## src/rtl/swd_pkg.sv

```systemverilog
package swd_pkg;
   typedef enum logic [3:0] {
      ST_IDLE,
      ST_RST_HI,
      ST_RST_LO,
      ST_PRE,
      ST_HDR,
      ST_TRN_PRE,
      ST_ACK,
      ST_RDATA,
      ST_TRN_POST,
      ST_WDATA,
      ST_FIN
   } seq_state_t;

   localparam logic [2:0] ACK_OK    = 3'b001;
   localparam logic [2:0] ACK_WAIT  = 3'b010;
   localparam logic [2:0] ACK_FAULT = 3'b100;
   localparam logic [2:0] ACK_NONE  = 3'b111;

   localparam int HDR_BITS  = 8;
   localparam int DATA_BITS = 32;
   localparam int ACK_BITS  = 3;
endpackage

```

## src/rtl/swd_bit_timer.sv

```systemverilog
module swd_bit_timer #(
   parameter int PHASE_CYCLES = 2
) (
   input  logic clk,
   input  logic rst_n,
   input  logic run,
   output logic swclk,
   output logic drive_stb,
   output logic end_stb
);
   logic [1:0] phase;

   generate
      if (PHASE_CYCLES == 1) begin : g_direct
         always_ff @(posedge clk or negedge rst_n) begin
            if (!rst_n)   phase <= 2'd0;
            else if (!run) phase <= 2'd0;
            else          phase <= phase + 2'd1;
         end
         assign drive_stb = run && (phase == 2'd0);
         assign end_stb   = run && (phase == 2'd3);
      end else begin : g_prescale
         localparam int PW = $clog2(PHASE_CYCLES);
         localparam logic [PW-1:0] PRE_LAST = PW'(PHASE_CYCLES - 1);
         logic [PW-1:0] pre;
         logic          pre_wrap;
         assign pre_wrap = (pre == PRE_LAST);
         always_ff @(posedge clk or negedge rst_n) begin
            if (!rst_n) begin
               pre   <= '0;
               phase <= 2'd0;
            end else if (!run) begin
               pre   <= '0;
               phase <= 2'd0;
            end else if (pre_wrap) begin
               pre   <= '0;
               phase <= phase + 2'd1;
            end else begin
               pre   <= pre + 1'b1;
            end
         end
         assign drive_stb = run && pre_wrap && (phase == 2'd0);
         assign end_stb   = run && pre_wrap && (phase == 2'd3);
      end
   endgenerate

   assign swclk = phase[1];

   initial begin
      assert (PHASE_CYCLES >= 1) else $error("PHASE_CYCLES must be at least 1");
   end
endmodule

```

## src/rtl/swd_rx_capture.sv

```systemverilog
module swd_rx_capture #(
   parameter int DATA_BITS = 32
) (
   input  logic                 clk,
   input  logic                 rst_n,
   input  logic                 clear,
   input  logic                 ack_stb,
   input  logic                 data_stb,
   input  logic                 bit_in,
   output logic [2:0]           ack_q,
   output logic [DATA_BITS-1:0] rdata,
   output logic                 par_err
);
   localparam int FRAME_BITS = DATA_BITS + 1;
   logic [FRAME_BITS-1:0] sreg;

   always_ff @(posedge clk or negedge rst_n) begin
      if (!rst_n) begin
         ack_q <= '0;
         sreg  <= '0;
      end else if (clear) begin
         ack_q <= '0;
         sreg  <= '0;
      end else begin
         if (ack_stb)  ack_q <= {bit_in, ack_q[2:1]};
         if (data_stb) sreg  <= {bit_in, sreg[FRAME_BITS-1:1]};
      end
   end

   assign rdata   = sreg[DATA_BITS-1:0];
   assign par_err = ^sreg;

   AST_NO_DUAL_CAPTURE: assert property (@(posedge clk) disable iff (!rst_n)
      !(ack_stb && data_stb));
endmodule

```

## src/rtl/swd_frame_seq.sv

```systemverilog
module swd_frame_seq
   import swd_pkg::*;
#(
   parameter int IDLE_BITS  = 2,
   parameter int RESET_BITS = 50,
   parameter int RESET_IDLE = 2
) (
   input  logic                 clk,
   input  logic                 rst_n,
   input  logic                 start_cmd,
   input  logic                 start_reset,
   input  logic                 cfg_early,
   input  logic                 cmd_apndp,
   input  logic                 cmd_rnw,
   input  logic [1:0]           cmd_addr,
   input  logic [DATA_BITS-1:0] cmd_wdata,
   input  logic                 drive_stb,
   input  logic                 end_stb,
   input  logic                 swdio_in,
   input  logic [1:0]           ack_hi,
   output logic                 busy,
   output logic                 done,
   output logic                 swdio_out,
   output logic                 swdio_oe,
   output logic                 rx_clear,
   output logic                 ack_stb,
   output logic                 data_stb
);
   localparam int M1   = (RESET_BITS > IDLE_BITS) ? RESET_BITS : IDLE_BITS;
   localparam int M2   = (M1 > RESET_IDLE) ? M1 : RESET_IDLE;
   localparam int MAXB = (M2 > DATA_BITS + 1) ? M2 : DATA_BITS + 1;
   localparam int CNT_W = $clog2(MAXB + 1);
   localparam logic [CNT_W-1:0] LAST_IDLE = CNT_W'(IDLE_BITS - 1);
   localparam logic [CNT_W-1:0] LAST_RHI  = CNT_W'(RESET_BITS - 1);
   localparam logic [CNT_W-1:0] LAST_RLO  = CNT_W'(RESET_IDLE - 1);
   localparam logic [CNT_W-1:0] LAST_HDR  = CNT_W'(HDR_BITS - 1);
   localparam logic [CNT_W-1:0] LAST_ACK  = CNT_W'(ACK_BITS - 1);
   localparam logic [CNT_W-1:0] LAST_DATA = CNT_W'(DATA_BITS);

   seq_state_t             state;
   logic [CNT_W-1:0]       bcnt;
   logic [HDR_BITS-1:0]    hdr_q;
   logic [DATA_BITS:0]     wbits_q;
   logic                   rnw_q, early_q, to_wdata_q;
   logic [2:0]             ack_now;
   logic [CNT_W-1:0]       last_trn;

   assign busy     = (state != ST_IDLE);
   assign rx_clear = (state == ST_IDLE) && (start_cmd || start_reset);
   assign ack_stb  = (state == ST_ACK) && end_stb;
   assign data_stb = (state == ST_RDATA) && end_stb;
   assign ack_now  = {swdio_in, ack_hi};
   assign last_trn = early_q ? CNT_W'(1) : CNT_W'(0);

   always_ff @(posedge clk or negedge rst_n) begin
      if (!rst_n) begin
         state      <= ST_IDLE;
         bcnt       <= '0;
         hdr_q      <= '0;
         wbits_q    <= '0;
         rnw_q      <= 1'b0;
         early_q    <= 1'b0;
         to_wdata_q <= 1'b0;
         swdio_out  <= 1'b0;
         swdio_oe   <= 1'b1;
         done       <= 1'b0;
      end else begin
         done <= 1'b0;
         if (state == ST_IDLE) begin
            bcnt <= '0;
            if (start_reset) begin
               state <= ST_RST_HI;
            end else if (start_cmd) begin
               state   <= ST_PRE;
               rnw_q   <= cmd_rnw;
               early_q <= cfg_early;
               hdr_q   <= {1'b1, 1'b0, ^{cmd_apndp, cmd_rnw, cmd_addr},
                           cmd_addr[1], cmd_addr[0], cmd_rnw, cmd_apndp, 1'b1};
               wbits_q <= {^cmd_wdata, cmd_wdata};
            end
         end else begin
            if (drive_stb) begin
               unique case (state)
                  ST_RST_HI:  begin swdio_oe <= 1'b1; swdio_out <= 1'b1;       end
                  ST_RST_LO,
                  ST_PRE:     begin swdio_oe <= 1'b1; swdio_out <= 1'b0;       end
                  ST_HDR:     begin swdio_oe <= 1'b1; swdio_out <= hdr_q[0];   end
                  ST_WDATA:   begin swdio_oe <= 1'b1; swdio_out <= wbits_q[0]; end
                  ST_TRN_PRE,
                  ST_ACK,
                  ST_RDATA,
                  ST_TRN_POST: swdio_oe <= 1'b0;
                  ST_FIN: begin
                     swdio_oe  <= 1'b1;
                     swdio_out <= 1'b0;
                     done      <= 1'b1;
                     state     <= ST_IDLE;
                  end
                  default: ;
               endcase
            end
            if (end_stb) begin
               bcnt <= bcnt + 1'b1;
               unique case (state)
                  ST_RST_HI: if (bcnt == LAST_RHI) begin
                     state <= ST_RST_LO; bcnt <= '0;
                  end
                  ST_RST_LO: if (bcnt == LAST_RLO) begin
                     state <= ST_FIN; bcnt <= '0;
                  end
                  ST_PRE: if (bcnt == LAST_IDLE) begin
                     state <= ST_HDR; bcnt <= '0;
                  end
                  ST_HDR: begin
                     hdr_q <= hdr_q >> 1;
                     if (bcnt == LAST_HDR) begin
                        state <= early_q ? ST_ACK : ST_TRN_PRE;
                        bcnt  <= '0;
                     end
                  end
                  ST_TRN_PRE: begin
                     state <= ST_ACK; bcnt <= '0;
                  end
                  ST_ACK: if (bcnt == LAST_ACK) begin
                     bcnt <= '0;
                     if (ack_now == ACK_OK && rnw_q) begin
                        state <= ST_RDATA;
                     end else begin
                        state      <= ST_TRN_POST;
                        to_wdata_q <= (ack_now == ACK_OK);
                     end
                  end
                  ST_RDATA: if (bcnt == LAST_DATA) begin
                     state      <= ST_TRN_POST;
                     to_wdata_q <= 1'b0;
                     bcnt       <= '0;
                  end
                  ST_TRN_POST: if (bcnt == last_trn) begin
                     state <= to_wdata_q ? ST_WDATA : ST_FIN;
                     bcnt  <= '0;
                  end
                  ST_WDATA: begin
                     wbits_q <= wbits_q >> 1;
                     if (bcnt == LAST_DATA) begin
                        state <= ST_FIN; bcnt <= '0;
                     end
                  end
                  default: ;
               endcase
            end
         end
      end
   end

   AST_START_BIT_HIGH: assert property (@(posedge clk) disable iff (!rst_n)
      (state == ST_HDR && bcnt == '0 && drive_stb) |=> (swdio_oe && swdio_out));
   AST_PARK_DRIVEN_HIGH: assert property (@(posedge clk) disable iff (!rst_n)
      (state == ST_HDR && bcnt == LAST_HDR && drive_stb) |=> (swdio_oe && swdio_out));
   AST_ACK_RELEASED: assert property (@(posedge clk) disable iff (!rst_n)
      (state == ST_ACK && drive_stb) |=> !swdio_oe);
   AST_WDATA_DRIVEN: assert property (@(posedge clk) disable iff (!rst_n)
      (state == ST_WDATA && drive_stb) |=> swdio_oe);
   AST_DONE_PULSE: assert property (@(posedge clk) disable iff (!rst_n)
      done |=> !done);

   initial begin
      assert (IDLE_BITS >= 1)   else $error("IDLE_BITS must be at least 1");
      assert (RESET_BITS >= 50) else $error("RESET_BITS must be at least 50");
      assert (RESET_IDLE >= 2)  else $error("RESET_IDLE must be at least 2");
   end
endmodule

```

## src/rtl/swd_host_engine.sv

```systemverilog
module swd_host_engine
   import swd_pkg::*;
#(
   parameter int PHASE_CYCLES = 2,
   parameter int IDLE_BITS    = 2,
   parameter int RESET_BITS   = 50,
   parameter int RESET_IDLE   = 2
) (
   input  logic        clk,
   input  logic        rst_n,
   input  logic        cmd_start,
   input  logic        line_reset,
   input  logic        cmd_apndp,
   input  logic        cmd_rnw,
   input  logic [1:0]  cmd_addr,
   input  logic [31:0] cmd_wdata,
   input  logic        cfg_early_ack,
   input  logic        swdio_in,
   output logic        busy,
   output logic        done,
   output logic [2:0]  rsp_ack,
   output logic [31:0] rsp_rdata,
   output logic        rsp_parity_err,
   output logic        rsp_no_resp,
   output logic        swclk,
   output logic        swdio_out,
   output logic        swdio_oe
);
   logic drive_stb, end_stb, rx_clear, ack_stb, data_stb;
   logic [2:0] ack_q;

   swd_bit_timer #(.PHASE_CYCLES(PHASE_CYCLES)) timer_i (
      .clk(clk), .rst_n(rst_n), .run(busy), .swclk(swclk),
      .drive_stb(drive_stb), .end_stb(end_stb)
   );

   swd_frame_seq #(
      .IDLE_BITS(IDLE_BITS), .RESET_BITS(RESET_BITS), .RESET_IDLE(RESET_IDLE)
   ) seq_i (
      .clk(clk), .rst_n(rst_n), .start_cmd(cmd_start), .start_reset(line_reset),
      .cfg_early(cfg_early_ack), .cmd_apndp(cmd_apndp), .cmd_rnw(cmd_rnw),
      .cmd_addr(cmd_addr), .cmd_wdata(cmd_wdata), .drive_stb(drive_stb),
      .end_stb(end_stb), .swdio_in(swdio_in), .ack_hi(ack_q[2:1]),
      .busy(busy), .done(done), .swdio_out(swdio_out), .swdio_oe(swdio_oe),
      .rx_clear(rx_clear), .ack_stb(ack_stb), .data_stb(data_stb)
   );

   swd_rx_capture #(.DATA_BITS(DATA_BITS)) rx_i (
      .clk(clk), .rst_n(rst_n), .clear(rx_clear), .ack_stb(ack_stb),
      .data_stb(data_stb), .bit_in(swdio_in), .ack_q(ack_q),
      .rdata(rsp_rdata), .par_err(rsp_parity_err)
   );

   assign rsp_ack     = ack_q;
   assign rsp_no_resp = (ack_q == ACK_NONE);

   AST_DATA_CHANGES_CLK_LOW: assert property (@(posedge clk) disable iff (!rst_n)
      (!$stable(swdio_out) || !$stable(swdio_oe)) |-> !swclk);
   AST_CLK_STOPPED_IDLE: assert property (@(posedge clk) disable iff (!rst_n)
      !busy |-> !swclk);
   AST_IDLE_LINE_LOW: assert property (@(posedge clk) disable iff (!rst_n)
      !busy |-> (swdio_oe && !swdio_out));
endmodule

```

## config.mk

```make
export PLATFORM = sky130hd
export DESIGN_NAME = swd_host_engine
export DESIGN_NICKNAME = d
export VERILOG_FILES = /design/src/rtl/swd_pkg.sv /design/src/rtl/swd_bit_timer.sv /design/src/rtl/swd_rx_capture.sv /design/src/rtl/swd_frame_seq.sv /design/src/rtl/swd_host_engine.sv
export SDC_FILE = /design/constraint.sdc
export NUM_CORES = 1
export LEC_CHECK = 0
export ABC_AREA = 1
export BUFFER_PORTS_ARGS = -buffer_cell sky130_fd_sc_hd__buf_2
export CORE_UTILIZATION = 30
export CTS_BUF_LIST = sky130_fd_sc_hd__clkbuf_4 sky130_fd_sc_hd__clkbuf_8
export CTS_CLUSTER_SIZE = 25
export DETAILED_ROUTE_END_ITERATION = 16
export SYNTH_ARGS = -nofsm -noshare
export SYNTH_HDL_FRONTEND = slang
export SYNTH_SLANG_ARGS = --single-unit
```

## constraint.sdc

```tcl
create_clock -name clk -period 5.55 [get_ports clk]
set_clock_uncertainty 0.2 [all_clocks]
set_input_delay 0.555 -clock clk [delete_from_list [all_inputs] [get_ports clk]]
set_output_delay 0.555 -clock clk [all_outputs]
set_load 0.02 [all_outputs]
```

==> results.sh, run 1 <==
export IMPL_yosysWarnings=0
export IMPL_slew_headroom_pct=39.8
export IMPL_grt_pass1_vias=5402
export IMPL_peakVddDrop_uv=103
export IMPL_cts_htree_levels=3
export IMPL_status="finished, final reports clean"
export IMPL_antenna_left=0
export IMPL_yosys_area_share_simple_pct=36.9
export IMPL_required_ns=5.63
export IMPL_hold_buffers=0
export IMPL_p_int_w=0.000968
export IMPL_pwr_density_cell_nw_per_um2=182
export IMPL_port_buffers=83
export IMPL_fin_cells=1320
export IMPL_critPathKind="reg2reg"
export IMPL_drv_slew=0
export IMPL_period_needed_ns=3.50
export IMPL_syn_nets=1047
export IMPL_p_leak_nw=3.99
export IMPL_rows=53
export IMPL_synth_area_leader_cell="dfrtp_1"
export IMPL_via_count=5839
export IMPL_routedWlPerCell_um=11.3
export IMPL_die_w_um=149
export IMPL_drc=0
export IMPL_muxShareOfSynthArea_pct=0
export IMPL_chipHeight_um=149
export IMPL_dieArea_um2=22100
export IMPL_post_synth_inst_count=999
export IMPL_power_share_combinational_pct=8.2
export IMPL_p_seq_share_pct=54.2
export IMPL_cts_root_buf="clkbuf_8"
export IMPL_pin_count=84
export IMPL_drt_initial_drc_count=244
export IMPL_synth_top_area_share_pct=36.8
export IMPL_grt_pass1_wl_um=25500
export IMPL_synth_cell_type_count=32
export IMPL_clkPwrFrac_pct=37.5
export IMPL_ys_flop_type="dfrtp_1"
export IMPL_synth_edf_count=0
export IMPL_nFillCells=2306
export IMPL_whs_ns=0.0621
export IMPL_finalSetupViolations=0
export IMPL_worst_slew_pin_slew_ns=0.900
export IMPL_sw_frac_of_total_pct=24.9
export IMPL_r2r_start="seq_i.state[1]"
export IMPL_crit_path_end_kind="register"
export IMPL_grt_usage_pct=14.2
export IMPL_report_final_hold_viol_count=0
export IMPL_grt_overflow_total=0
export IMPL_drive_gt1_share_pct=11.4
export IMPL_rsz0062_at_grt="no"
export IMPL_finalPower_w=0.00129
export IMPL_synth_top_family_by_area="simple AND/OR/NAND/NOR gates"
export IMPL_diodes=0
export IMPL_cap_violations=0
export IMPL_dp_cells=1304
export IMPL_synthArstFlopShare_pct=100
export IMPL_coreArea_um2=21000
export IMPL_rrSetupSlack_ns=2.05
export IMPL_cts_sinks=96
export IMPL_post_cts_buffers=0
export IMPL_antenna_found_initial=0
export IMPL_synthAdderAreaFrac_pct=1.16
export IMPL_netlist_top_cells_area="dfrtp_1, nand2_1, inv_1, o21ai_0, buf_4"
export IMPL_ys_ff_latch=96
export IMPL_clk_latency_ns=0.38
export IMPL_area_delta_synth_final_pct=9.54
export IMPL_synthXorXnorAreaFrac_pct=4.89
export IMPL_syn_avg_cell_area_um2=6.46
export IMPL_post_route_period_util_pct=63.1
export IMPL_final_setup_tns_ns=0
export IMPL_cts_buffers=9
export IMPL_vias_per_cell=4.42
export IMPL_cts_tree="built"
export IMPL_clk_pin_slew_worst_paths_ns=0.10
export IMPL_yosysSeqAreaShare_pct=37.3
export IMPL_final_util_pct=33.6
export IMPL_synth_area_um2=6450
export IMPL_fmax_mhz=286
export IMPL_place_congestion=0.866
export IMPL_crit_path_max_fanout=60
export IMPL_arrival_ns=3.58
export IMPL_routed_wirelength_um=14900
export IMPL_worstSetupStartpointType="register"
export IMPL_cts_resized=0
export IMPL_p_sw_w=0.000321
export IMPL_initial_utilization_pct=30.7
export IMPL_hp_class="in2async"
export IMPL_clockBufferDepth=2
export IMPL_firstDrtPassIters=5
export IMPL_synth_compound_area_share_pct=7.91
export IMPL_grt_max_degree=64
export IMPL_nNetsFinal=1088
export IMPL_dpl_hpwl_um=10900
export IMPL_critPathLaunch="seq_i.state[1]"
power by group through the flow:
stage | clock network (W) | logic (W) | registers, W
2_1_floorplan | 0 | 0.0000575 | 0.000713
3_3_place_gp | 0 | 0.000106 | 0.000713
3_5_place_dp | 0 | 0.000108 | 0.000713
4_1_cts | 0.000507 | 0.000109 | 0.000699
5_1_grt | 0.000530 | 0.000126 | 0.000699
6_report | 0.000484 | 0.000106 | 0.000699
kinds of logic after synthesis:
kind of cell             Yosys count
AND/OR/NAND/NOR                  606
buffers and inverters            159
AO/OA/AOI/OAI                     96
flip-flops                        96
XOR/XNOR                          36
adder cells (fa/ha/maj)            6
worst max-delay path, cell delays in order, from the launching register on:
cell	delay, ns
dfrtp_1	0.46
nor2_2	0.24
nand2_4	0.37
inv_2	0.53
o21ai_1	0.23
nor2_4	0.32
nand2_2	0.13
o21ai_4	0.35
inv_4	0.32
nand2_1	0.16
nand2_1	0.06
per-stage QoR:
stage | cell area (µm²) | worst slack (ns)
after floorplan | 6450 | 3.49
after CTS | 7070 | 1.98
after global placement | 6860 | 2.07
after global routing | 7070 | 1.68
after detailed placement | 6860 | 1.99
final | 7070 | 2.05
metal layers:
metal  wire length (µm)  track usage (%)
met5                  0                0
met4                153             3.66
met3                647             2.82
met2               6660             23.2
met1               7410             19.1
final cells by class:
cell class / count / area [µm²] / area share, %
inverters: 103 / 389 / 5.51
multi-input cells: 744 / 3280 / 46.5
clock inverters: 4 / 53.8 / 0.761
repair buffers: 86 / 440 / 6.23
clock buffers: 12 / 153 / 2.16
flip-flops and latches: 96 / 2400 / 34.0
well taps: 275 / 344 / 4.87
state kept, by name, summed over array words and instances, names as in the netlist:
name and cells:
seq_i.done 1, seq_i.state 4, rx_i.sreg 33, seq_i.swdio_out 1, seq_i.rnw_q 1, seq_i.swdio_oe 1, seq_i.to_wdata_q 1, timer_i.phase 2
seq_i.hdr_q 8, seq_i.bcnt 6, timer_i.g_prescale.pre 1, seq_i.wbits_q 33, rx_i.ack_q 3, seq_i.early_q 1
Yosys cell counts (4+ instances only):
library cell  instances
a31oi_1               5
o21ai_0              70
a21oi_1               6
dfrtp_1              95
xor2_1               19
xnor2_1              17
clkbuf_1             15
nor2_1               53
nand3_1              32
inv_1                97
ha_1                  6
nand2_1             505
buf_6                 6
o21ai_1               8
inv_2                 5
buf_4                32
nor3_1                4
path summary, 6_finish.rpt:
path / cells after the start / end
setup / recovery: 10 / seq_i.wbits_q[13]
hold / removal: 1 / seq_i.wbits_q[21]
setup reg to reg: 10 / seq_i.wbits_q[13]
hold reg to reg: 2 / seq_i.swdio_oe
max in group asynchronous: 2 / rx_i.sreg[21]
min in group clk: 3 / seq_i.early_q
cells in the final DEF (no fill, tap or decap), drive strengths merged:
cell | netlist | routed
nand4 | 3 | 3
clkinvlp | 0 | 2
bufinv | 0 | 1
clkbuf | 15 | 12
a22o | 1 | 1
o22ai | 3 | 3
xnor2 | 17 | 17
nand2 | 509 | 509
o211ai | 1 | 1
a31oi | 5 | 5
nor3 | 4 | 4
ha | 6 | 6
inv | 103 | 104
dfstp | 1 | 1
nand3b | 1 | 1
nand3 | 32 | 32
a21oi | 6 | 6
o31ai | 1 | 1
dfrtp | 95 | 95
xor2 | 19 | 19
buf | 41 | 86
o21ai | 79 | 79
nor2 | 57 | 57
Note: power is estimated with default switching activity, not from simulation.
==> run 2: changes to the inputs <==
==> constraint.sdc (replaced) <==
create_clock -name clk -period 3.4 [get_ports clk]
set_clock_uncertainty 0.2 [all_clocks]
set_input_delay 0.34 -clock clk [delete_from_list [all_inputs] [get_ports clk]]
set_output_delay 0.34 -clock clk [all_outputs]
set_load 0.02 [all_outputs]
==> run 2 against run 1 <==
Design area increased by 0.64%. Worst hold slack got worse by 0.026 ns. Maximum frequency up 24%. Sequential share of layout area fell by 0.22 points. Via count is 0.17% lower. Setup slack got worse by 1.5 ns. Power increased by 64%. Largest power group unchanged. Highest routed layer unchanged.
==> results.sh, run 2 (synthesized netlist as in run 1, its figures left out) <==
export IMPL_top_regs="rx_i.sreg x33, seq_i.wbits_q x33, seq_i.hdr_q x8"
export IMPL_initial_utilization_pct=30.7
export IMPL_report_final_hold_viol_count=0
export IMPL_routedWlPerCell_um=11.2
export IMPL_cts_htree_levels=3
export IMPL_cts_buffers=9
export IMPL_cp_slowest_cell="dfrtp_1"
export IMPL_cts_tree="built"
export IMPL_rows=53
export IMPL_sw_frac_of_total_pct=24.6
export IMPL_clk_latency_ns=0.38
export IMPL_nNetsFinal=1092
export IMPL_coreArea_um2=21000
export IMPL_clk_pin_slew_worst_paths_ns=0.09
export IMPL_antenna_left=0
export IMPL_final_setup_tns_ns=0
export IMPL_cap_violations=0
export IMPL_cp_cell_sequence="nor2_1, nand2_4, nand2_4, nor2_8, inv_2, nand2_2, inv_2, nor2_4, nand2_2, o21ai_4, inv_4, nand2_1, nand2_1"
export IMPL_required_ns=3.47
export IMPL_fmax_mhz=355
export IMPL_grt_max_degree=89
export IMPL_routed_wirelength_um=14800
export IMPL_peakVddDrop_uv=156
export IMPL_slew_headroom_pct=40.8
export IMPL_p_int_w=0.00159
export IMPL_chipHeight_um=149
export IMPL_drt_initial_drc_count=315
export IMPL_power_share_combinational_pct=8.3
export IMPL_cts_root_buf="clkbuf_8"
export IMPL_area_delta_synth_final_pct=10.2
export IMPL_dpl_hpwl_um=10900
export IMPL_p_leak_nw=4.02
export IMPL_final_common_cell="nand2_1"
export IMPL_layout_common_cells="nand2_1, inv_1, dfrtp_1, buf_2, o21ai_0"
export IMPL_diodes=0
export IMPL_dieArea_um2=22100
export IMPL_post_cts_buffers=0
export IMPL_drive_gt1_share_pct=11.5
export IMPL_drv_slew=0
export IMPL_p_sw_w=0.000519
export IMPL_clockBufferDepth=2
export IMPL_finalSetupViolations=0
export IMPL_die_w_um=149
export IMPL_pin_count=84
export IMPL_grt_overflow_total=0
export IMPL_setup_slack_ns=0.583
export IMPL_via_count=5829
export IMPL_rsz0062_at_grt="no"
export IMPL_period_needed_ns=2.82
export IMPL_post_place_ws_ns=0.556
export IMPL_cts_sinks=96
export IMPL_antenna_found_initial=0
export IMPL_hp_class="in2reg"
export IMPL_place_congestion=0.866
export IMPL_grt_usage_pct=14.5
export IMPL_crit_path_max_fanout=33
export IMPL_vias_per_cell=4.40
export IMPL_port_buffers=83
export IMPL_critPathKind="reg2reg"
export IMPL_clkPwrFrac_pct=37.6
export IMPL_cp_slowest_stage_delay_ns=0.45
export IMPL_worst_slew_pin_slew_ns=0.885
export IMPL_grt_pass1_vias=5425
export IMPL_p_seq_share_pct=54.1
export IMPL_arrival_ns=2.88
export IMPL_status="finished, final reports clean"
export IMPL_worstSetupStartpointType="register"
export IMPL_crit_path_end_kind="register"
export IMPL_drc=0
export IMPL_pwr_density_cell_nw_per_um2=296
export IMPL_firstDrtPassIters=4
export IMPL_post_route_period_util_pct=82.8
export IMPL_grt_pass1_wl_um=25800
run 2: layer usage:
| layer | GRT usage [%] | routed length [µm] |
|---|---|---|
| met3 | 2.98 | 660 |
| met1 | 19.5 | 7360 |
| met2 | 23.4 | 6650 |
| met4 | 4.12 | 178 |
| met5 | 0 | 0 |
run 2: path summary, 6_finish.rpt:
check / from / endpoint / slack [ns] / cells after the start
hold / removal: cmd_rnw / seq_i.rnw_q / 0.04 / 3
min in group asynchronous: rst_n / seq_i.wbits_q[24] / 0.12 / 2
setup reg to reg: seq_i.state[2] / seq_i.wbits_q[9] / 0.58 / 13
hold reg to reg: seq_i.wbits_q[7] / seq_i.wbits_q[7] / 0.28 / 2
setup / recovery: seq_i.state[2] / seq_i.wbits_q[9] / 0.58 / 13
max in group asynchronous: rst_n / seq_i.swdio_oe / 2.14 / 3
run 2: area by class of cell:
| cell class | count | area [µm²] |
|---|---|---|
| Sequential cell | 96 | 2400 |
| Clock buffer | 13 | 160 |
| Clock inverter | 3 | 43.8 |
| Multi-Input combinational cell | 744 | 3280 |
| Inverter | 103 | 389 |
| Tap cell | 275 | 344 |
| Fill cell | 2296 | 13900 |
| Timing Repair Buffer | 90 | 488 |
run 2: repair_timing:
item                      4_1_cts  5_1_grt
resized for setup               0        0
hold endpoints to repair       96        0
hold buffers                    2        0
run 2: power groups by stage:
stage | clock [W] | combinational [W] | sequential, W
floorplan | 0 | 0.0000938 | 0.00116
global placement | 0 | 0.000174 | 0.00116
detailed placement | 0 | 0.000178 | 0.00116
CTS | 0.000833 | 0.000180 | 0.00114
global route | 0.000870 | 0.000210 | 0.00114
finish | 0.000792 | 0.000176 | 0.00114
run 2: stage by stage:
step | total power [W] | instances | util, % | hold slack (ns) | cell area [µm²]
final | 0.00211 | 1324 | 33.8 | 0.0356 | 7110
after global routing | 0.00222 | 1324 | 33.8 | 0.0208 | 7110
after CTS | 0.00215 | 1324 | 33.8 | 0.00712 | 7110
after detailed placement | 0.00134 | 1306 | 32.8 | -0.0179 | 6890
after global placement | 0.00134 | 1306 | 32.8 | -0.0204 | 6890
after floorplan | 0.00126 | 999 | - | -0.156 | 6450
run 2: worst max-delay path: cells and delay by family, from the launching register on:
kind            cells  cell delay (ns)
simple gates        9             1.19
compound gates      1             0.34
buf+inv             3             0.51
flops               1             0.45
